==> src/rtl/aprx_defl_pkg.sv <==
package aprx_defl_pkg;

    localparam int NPORT     = 4;
    localparam int DIR_W     = 2;
    localparam int AGE_W     = 5;
    localparam int DATA_W    = 16;
    localparam int LFSR_W    = 16;
    localparam int RND_W     = NPORT;
    localparam logic [LFSR_W-1:0] LFSR_TAPS = 16'hB400;

    typedef struct packed {
        logic              vld;
        logic [DIR_W-1:0]  dst;
        logic [AGE_W-1:0]  age;
        logic [DATA_W-1:0] data;
    } flit_t;

    function automatic logic [LFSR_W-1:0] lfsr_next(input logic [LFSR_W-1:0] s);
        return {s[LFSR_W-2:0], ^(s & LFSR_TAPS)};
    endfunction

endpackage

==> src/rtl/adn_cls_cmp.sv <==
module adn_cls_cmp
    import aprx_defl_pkg::*;
#(
    parameter int CLASS_BITS = 2
) (
    input  logic [AGE_W-1:0] age_x,
    input  logic [AGE_W-1:0] age_y,
    output logic             gt,
    output logic             eq
);

    localparam int LOW_W = AGE_W - CLASS_BITS;

    logic unused_low;
    assign unused_low = ^{age_x[LOW_W-1:0], age_y[LOW_W-1:0]};

    generate
        if (CLASS_BITS == 1) begin : g_lite
            assign gt = age_x[AGE_W-1] & ~age_y[AGE_W-1];
            assign eq = ~(age_x[AGE_W-1] ^ age_y[AGE_W-1]);
        end else begin : g_full
            logic [CLASS_BITS-1:0] cx, cy;
            assign cx = age_x[AGE_W-1 -: CLASS_BITS];
            assign cy = age_y[AGE_W-1 -: CLASS_BITS];
            assign gt = (cx > cy);
            assign eq = (cx == cy);
        end
    endgenerate

endmodule

==> src/rtl/adn_permuter.sv <==
module adn_permuter
    import aprx_defl_pkg::*;
#(
    parameter int CLASS_BITS = 2,
    parameter int STEER      = 1
) (
    input  flit_t in_a,
    input  flit_t in_b,
    input  logic  rnd,
    output flit_t out_lo,
    output flit_t out_hi
);

    logic a_gt, ab_eq, a_pri;
    logic side_a, side_b;
    logic a_dir;

    adn_cls_cmp #(.CLASS_BITS(CLASS_BITS)) u_cmp (
        .age_x (in_a.age),
        .age_y (in_b.age),
        .gt    (a_gt),
        .eq    (ab_eq)
    );

    // deterministic when classes differ, pseudorandom when equal
    assign a_pri  = a_gt | (ab_eq & rnd);
    assign side_a = in_a.dst[STEER];
    assign side_b = in_b.dst[STEER];

    always_comb begin
        if (in_a.vld && (!in_b.vld || (side_a != side_b) || a_pri)) begin
            a_dir = side_a;
        end else if (in_b.vld) begin
            a_dir = ~side_b;
        end else begin
            a_dir = 1'b0;
        end
        out_lo = a_dir ? in_b : in_a;
        out_hi = a_dir ? in_a : in_b;
    end

endmodule

==> src/rtl/adn_lfsr.sv <==
module adn_lfsr
    import aprx_defl_pkg::*;
#(
    parameter logic [LFSR_W-1:0] SEED  = 16'hACE1,
    parameter int                OUT_W = 4
) (
    input  logic             clk,
    input  logic             rst,
    output logic [OUT_W-1:0] rnd
);

    logic [LFSR_W-1:0] state_q;

    always_ff @(posedge clk) begin
        if (rst) begin
            state_q <= SEED;
        end else begin
            state_q <= lfsr_next(state_q);
        end
    end

    assign rnd = state_q[OUT_W-1:0];

endmodule

==> src/rtl/aprx_defl_net.sv <==
module aprx_defl_net
    import aprx_defl_pkg::*;
#(
    parameter int                CLASS_BITS = 2,
    parameter logic [LFSR_W-1:0] LFSR_SEED  = 16'hACE1
) (
    input  logic                      clk,
    input  logic                      rst,
    input  logic [NPORT-1:0]          in_vld,
    input  logic [NPORT*DIR_W-1:0]    in_dst,
    input  logic [NPORT*AGE_W-1:0]    in_age,
    input  logic [NPORT*DATA_W-1:0]   in_data,
    output logic [NPORT-1:0]          out_vld,
    output logic [NPORT*DIR_W-1:0]    out_dst,
    output logic [NPORT*AGE_W-1:0]    out_age,
    output logic [NPORT*DATA_W-1:0]   out_data
);

    localparam int HALF = NPORT / 2;

    logic [RND_W-1:0] rnd;
    flit_t            fin     [NPORT];
    flit_t            mid_lo  [HALF];
    flit_t            mid_hi  [HALF];
    flit_t            fout    [NPORT];

    adn_lfsr #(.SEED(LFSR_SEED), .OUT_W(RND_W)) u_lfsr (
        .clk (clk),
        .rst (rst),
        .rnd (rnd)
    );

    always_comb begin
        for (int k = 0; k < NPORT; k++) begin
            fin[k].vld  = in_vld[k];
            fin[k].dst  = in_dst[k*DIR_W +: DIR_W];
            fin[k].age  = in_age[k*AGE_W +: AGE_W];
            fin[k].data = in_data[k*DATA_W +: DATA_W];
        end
    end

    // stage one: steer by request bit 1 toward the output half
    generate
        for (genvar g = 0; g < HALF; g++) begin : g_stage1
            adn_permuter #(.CLASS_BITS(CLASS_BITS), .STEER(1)) u_perm (
                .in_a   (fin[2*g]),
                .in_b   (fin[2*g+1]),
                .rnd    (rnd[g]),
                .out_lo (mid_lo[g]),
                .out_hi (mid_hi[g])
            );
        end
    endgenerate

    // stage two: steer by request bit 0 within the half
    adn_permuter #(.CLASS_BITS(CLASS_BITS), .STEER(0)) u_s2_lo (
        .in_a   (mid_lo[0]),
        .in_b   (mid_lo[1]),
        .rnd    (rnd[HALF]),
        .out_lo (fout[0]),
        .out_hi (fout[1])
    );

    adn_permuter #(.CLASS_BITS(CLASS_BITS), .STEER(0)) u_s2_hi (
        .in_a   (mid_hi[0]),
        .in_b   (mid_hi[1]),
        .rnd    (rnd[HALF+1]),
        .out_lo (fout[2]),
        .out_hi (fout[3])
    );

    always_comb begin
        for (int k = 0; k < NPORT; k++) begin
            out_vld[k]                   = fout[k].vld;
            out_dst[k*DIR_W +: DIR_W]    = fout[k].dst;
            out_age[k*AGE_W +: AGE_W]    = fout[k].age;
            out_data[k*DATA_W +: DATA_W] = fout[k].data;
        end
    end

endmodule

==> config.mk <==
export PLATFORM = sky130hd
export DESIGN_NAME = aprx_defl_net
export DESIGN_NICKNAME = d
export VERILOG_FILES = /design/src/rtl/aprx_defl_pkg.sv /design/src/rtl/adn_cls_cmp.sv /design/src/rtl/adn_permuter.sv /design/src/rtl/adn_lfsr.sv /design/src/rtl/aprx_defl_net.sv
export SDC_FILE = /design/constraint.sdc
export NUM_CORES = 1
export LEC_CHECK = 0
export CORE_ASPECT_RATIO = 1.4
export CORE_MARGIN = 2
export CORE_UTILIZATION = 30
export DETAILED_ROUTE_END_ITERATION = 10
export DONT_BUFFER_PORTS = 1
export GPL_ROUTABILITY_DRIVEN = 0
export GPL_TIMING_DRIVEN = 1
export MAX_ROUTING_LAYER = met4
export PLACE_DENSITY = 0.46
export REMOVE_ABC_BUFFERS = 1
export SYNTH_ARGS = -nofsm -noshare
export SYNTH_HDL_FRONTEND = slang
export SYNTH_SLANG_ARGS = --single-unit
==> constraint.sdc <==
create_clock -name clk -period 3.2 [get_ports clk]
set_input_delay 0.16 -clock clk [delete_from_list [all_inputs] [get_ports clk]]
set_output_delay 0.16 -clock clk [all_outputs]
set_load 0.02 [all_outputs]
==> impl_metrics.tcl <==
set metrics [dict create \
    postRouteAntennaNets 0 \
    path_class "flop to output pin" \
    drc 0 \
    power_switching_w 0.00109 \
    antenna_found_initial 0 \
    max-slew-margin-rel_pct 52.5 \
    insertion_delay_ns 0.24 \
    cp-start-kind "flop" \
    synthesis.area_sq_um 3020 \
    hold_ws_ns 0.0194 \
    synth_cells 338 \
    grt_max_degree 42 \
    r2r-end "u_lfsr.state_q[0]" \
    numCtsBuffers 3 \
    die_w_microns 88.8 \
    routedWlPerCell_microns 19.3 \
    max_freq_ghz 0.279 \
    largest_reg_flops 16 \
    vias 3179 \
    finalPower_w 0.00251 \
    clkTransAtPathRegs_ns 0.05 \
    rsz0062_at_grt "true" \
    hold_class "input port to flop" \
    hpwlAfterDp_microns 8160 \
    power_switching_share_pct 43.6 \
    reg2reg_slack_ns 2.37 \
    crit_path_end_kind "output pin" \
    std_cell_rows 43 \
    start_util_pct 30.7 \
    areaGrowthSynthToFinish_pct 61.5 \
    crit_fanout 5 \
    die_h_microns 123 \
    intPower_w 0.00141 \
    port-buffer-count 0 \
    finClkSkew_ns 0.00248 \
    p_seq_share_pct 8.8 \
    yosysSeqAreaShare_pct 10.6 \
    top_regs "u_lfsr.state_q x16" \
    layout-drive-gt1-share_pct 44.3 \
    timing.final.ws_setup_ns -0.386 \
    drt_iter0_markers 66 \
    synth_top_area_share_pct 60.0 \
    yosysWarnings 0 \
    drt_wl_total_microns 11700 \
    ctsLongestPathBuffers 2 \
    num_antenna_cells 0 \
    period_share_pct 112 \
    pwr-share-clk_pct 10.4 \
    status "finished with violations" \
    seqCellArea_sq_um 322 \
    fillers 943 \
    nets 579 \
    multi_input_area_sq_um 2800 \
    cts_root_buf "clkbuf_16" \
    yosys-top-cells-area "mux2i_1 (60%), dfxtp_1 (11%), ha_1 (3.3%)" \
    violations "setup timing" \
    crit_start "u_lfsr.state_q[0]" \
    yosysUniqueCellTypes 36 \
    via_per_inst 5.24 \
    cts_tree "built" \
    leakagePower_nw 2.42 \
    cap_violations 0 \
    endpoint "out_data[56]" \
    cp.required_ns 3.04 \
    powerDensity_nw_per_um2 515 \
    worstPathArrival_ns 3.43 \
    reg2reg_depth 3 \
    grt_pass1_wl_microns 15700 \
    setup_tns_ns -28.40 \
    cts_htree_levels 1 \
    synth-seq-cells 16 \
    synth.largest_area_cell "mux2i_1" \
    track_usage_pct 19.1 \
    avgSynthCellArea_sq_um 8.93 \
    grt_pass1_vias 3072 \
    die-area_sq_um 10900 \
    io_pins 194 \
    finish.utilization_pct 49.5 \
    ir_drop_mv 0.362 \
    r2r-start "u_lfsr.state_q[13]" \
    combPwrFrac_pct 80.8 \
    finalMaxSlewViolations 0 \
    first_pass_iters 4 \
    hold_violations 0 \
    layout_min_cycle_time_ns 3.59 \
    worst_slew_pin_slew_ns 0.712 \
    cts_sinks 16 \
    overflow 0 \
    fp.coreArea_sq_um 9850 \
    largest_register "u_lfsr.state_q" \
    finalSetupViolCount 92 \
]
## power groups by stage
stage | clock (W) | sequential, W | combinational [W]
after floorplan | 0 | 0.000222 | 0.00106
after global placement | 0 | 0.000224 | 0.00159
after detailed placement | 0 | 0.000224 | 0.00161
after CTS | 0.000266 | 0.000221 | 0.00198
after global routing | 0.000274 | 0.000222 | 0.00213
final | 0.000261 | 0.000221 | 0.00203
## worst max-delay path: stages (launching register included)
cell and delay, ns:
dfxtp_2 0.32, and3_4 0.15, o21ai_4 0.14, nand2b_4 0.06
a22oi_2 0.21, buf_4 0.15, buf_6 0.11, mux2i_4 0.23
inv_2 0.06, ha_4 0.26, a21oi_2 0.05, a31o_1 0.20
o21a_1 0.21, a22oi_2 0.20, buf_6 0.18, buf_12 0.12
buf_16 0.13, mux2i_2 0.21, buf_4 0.17
## layout make-up
| type | count | area share (%) |
|---|---|---|
| Multi-Input combinational cell | 289 | 57.4 |
| Timing Repair Buffer | 152 | 29.9 |
| Sequential cell | 16 | 6.60 |
| Tap cell | 135 | 3.47 |
| Clock buffer | 4 | 1.82 |
| Inverter | 11 | 0.847 |
## cells in the mapped netlist
cell	number
clkbuf_1	3
a21o_1	3
nor3b_1	1
o22ai_1	3
a31oi_1	1
inv_1	11
dfxtp_1	16
ha_1	8
nor2b_1	12
and3_1	1
buf_1	4
o21ai_0	8
nand3_1	1
xnor2_1	1
o31ai_1	1
mux2_1	1
o211ai_1	1
buf_4	4
o21ba_2	1
xor2_1	2
mux2i_1	181
or2_2	7
nor3_1	5
a22oi_1	3
a31o_1	2
o211a_1	1
o21ai_1	1
a221oi_1	1
nand2_1	8
buf_2	4
a21oi_1	9
nor2_1	14
nand2b_1	8
o21a_1	3
o31ai_2	1
buf_6	7
## how the worst min path moves through the flow
stage	startpoint	to	slack (ns)	cells after the start
4_1_cts	rst	u_lfsr.state_q[0]	0.02	1
3_5_place_dp	rst	u_lfsr.state_q[4]	0.23	1
5_1_grt	rst	u_lfsr.state_q[10]	0.02	1
2_1_floorplan	rst	u_lfsr.state_q[4]	0.23	1
3_3_place_gp	rst	u_lfsr.state_q[8]	0.23	1
6_report	rst	u_lfsr.state_q[0]	0.02	1
## per-stage QoR
stage | worst slack, ns | instances | area (sq um)
finish | -0.386 | 607 | 4870
CTS | -0.330 | 608 | 4760
floorplan | -6.53 | 316 | 2860
detailed placement | -0.510 | 577 | 4050
global placement | -0.382 | 577 | 4050
global route | -0.553 | 607 | 4870
## cells in the final DEF (no fill, tap or decap), types with 2 or more instances in the layout
master | Yosys | routed
nor2b_1 | 12 | 12
mux2i_2 | 0 | 9
xor2_1 | 2 | 2
ha_1 | 8 | 4
nand2_2 | 0 | 2
inv_2 | 0 | 3
nor3_2 | 0 | 2
buf_6 | 7 | 17
nor2_1 | 14 | 13
nor3_1 | 5 | 2
inv_1 | 11 | 8
buf_4 | 4 | 118
mux2i_4 | 0 | 6
a21o_1 | 3 | 3
or2_2 | 7 | 7
nand2b_4 | 0 | 3
a21oi_2 | 0 | 5
a21oi_1 | 9 | 3
mux2i_1 | 181 | 166
ha_4 | 0 | 4
buf_12 | 0 | 6
dfxtp_1 | 16 | 15
buf_16 | 0 | 7
nand2_1 | 8 | 6
o22ai_1 | 3 | 2
o21a_1 | 3 | 3
nand2b_1 | 8 | 5
a31o_1 | 2 | 2
o21ai_0 | 8 | 6
a22oi_2 | 0 | 2
clkbuf_16 | 0 | 4
buf_8 | 0 | 2
## repair_timing
| action | CTS | global route |
|---|---|---|
| buffers inserted | 18 | 3 |
| gates resized for setup | 49 | 35 |
| hold buffers | 1 | 0 |
| pin swaps | 15 | 13 |
| endpoints found under the hold margin | 8 | 0 |
| gates cloned | 10 | 1 |
| setup endpoints to repair | 93 | 94 |
## metal layers
layer	global-route usage, %	vias up	part of all wire [%]
met4	3.22	0	1.2
met3	4.30	11	9.8
met2	35.7	144	53
met5	-	-	0
li1	-	1521	-
met1	20.3	1503	36
## logic make-up (layout without fill, tap and decap cells)
| group | count (synthesis) | in the layout | share of synthesized area, % |
|---|---|---|---|
| AOI/OAI and AO/OA | 39 | 39 | 8.50 |
| buffers and inverters | 33 | 167 | 6.51 |
| adders and majority gates | 8 | 8 | 3.32 |
| DFF | 16 | 16 | 10.6 |
| xor gates and xnor gates | 3 | 3 | 0.871 |
| muxes | 182 | 182 | 60.4 |
| and+or+nand+nor | 57 | 57 | 9.78 |
(Power assumes the default switching activity.)
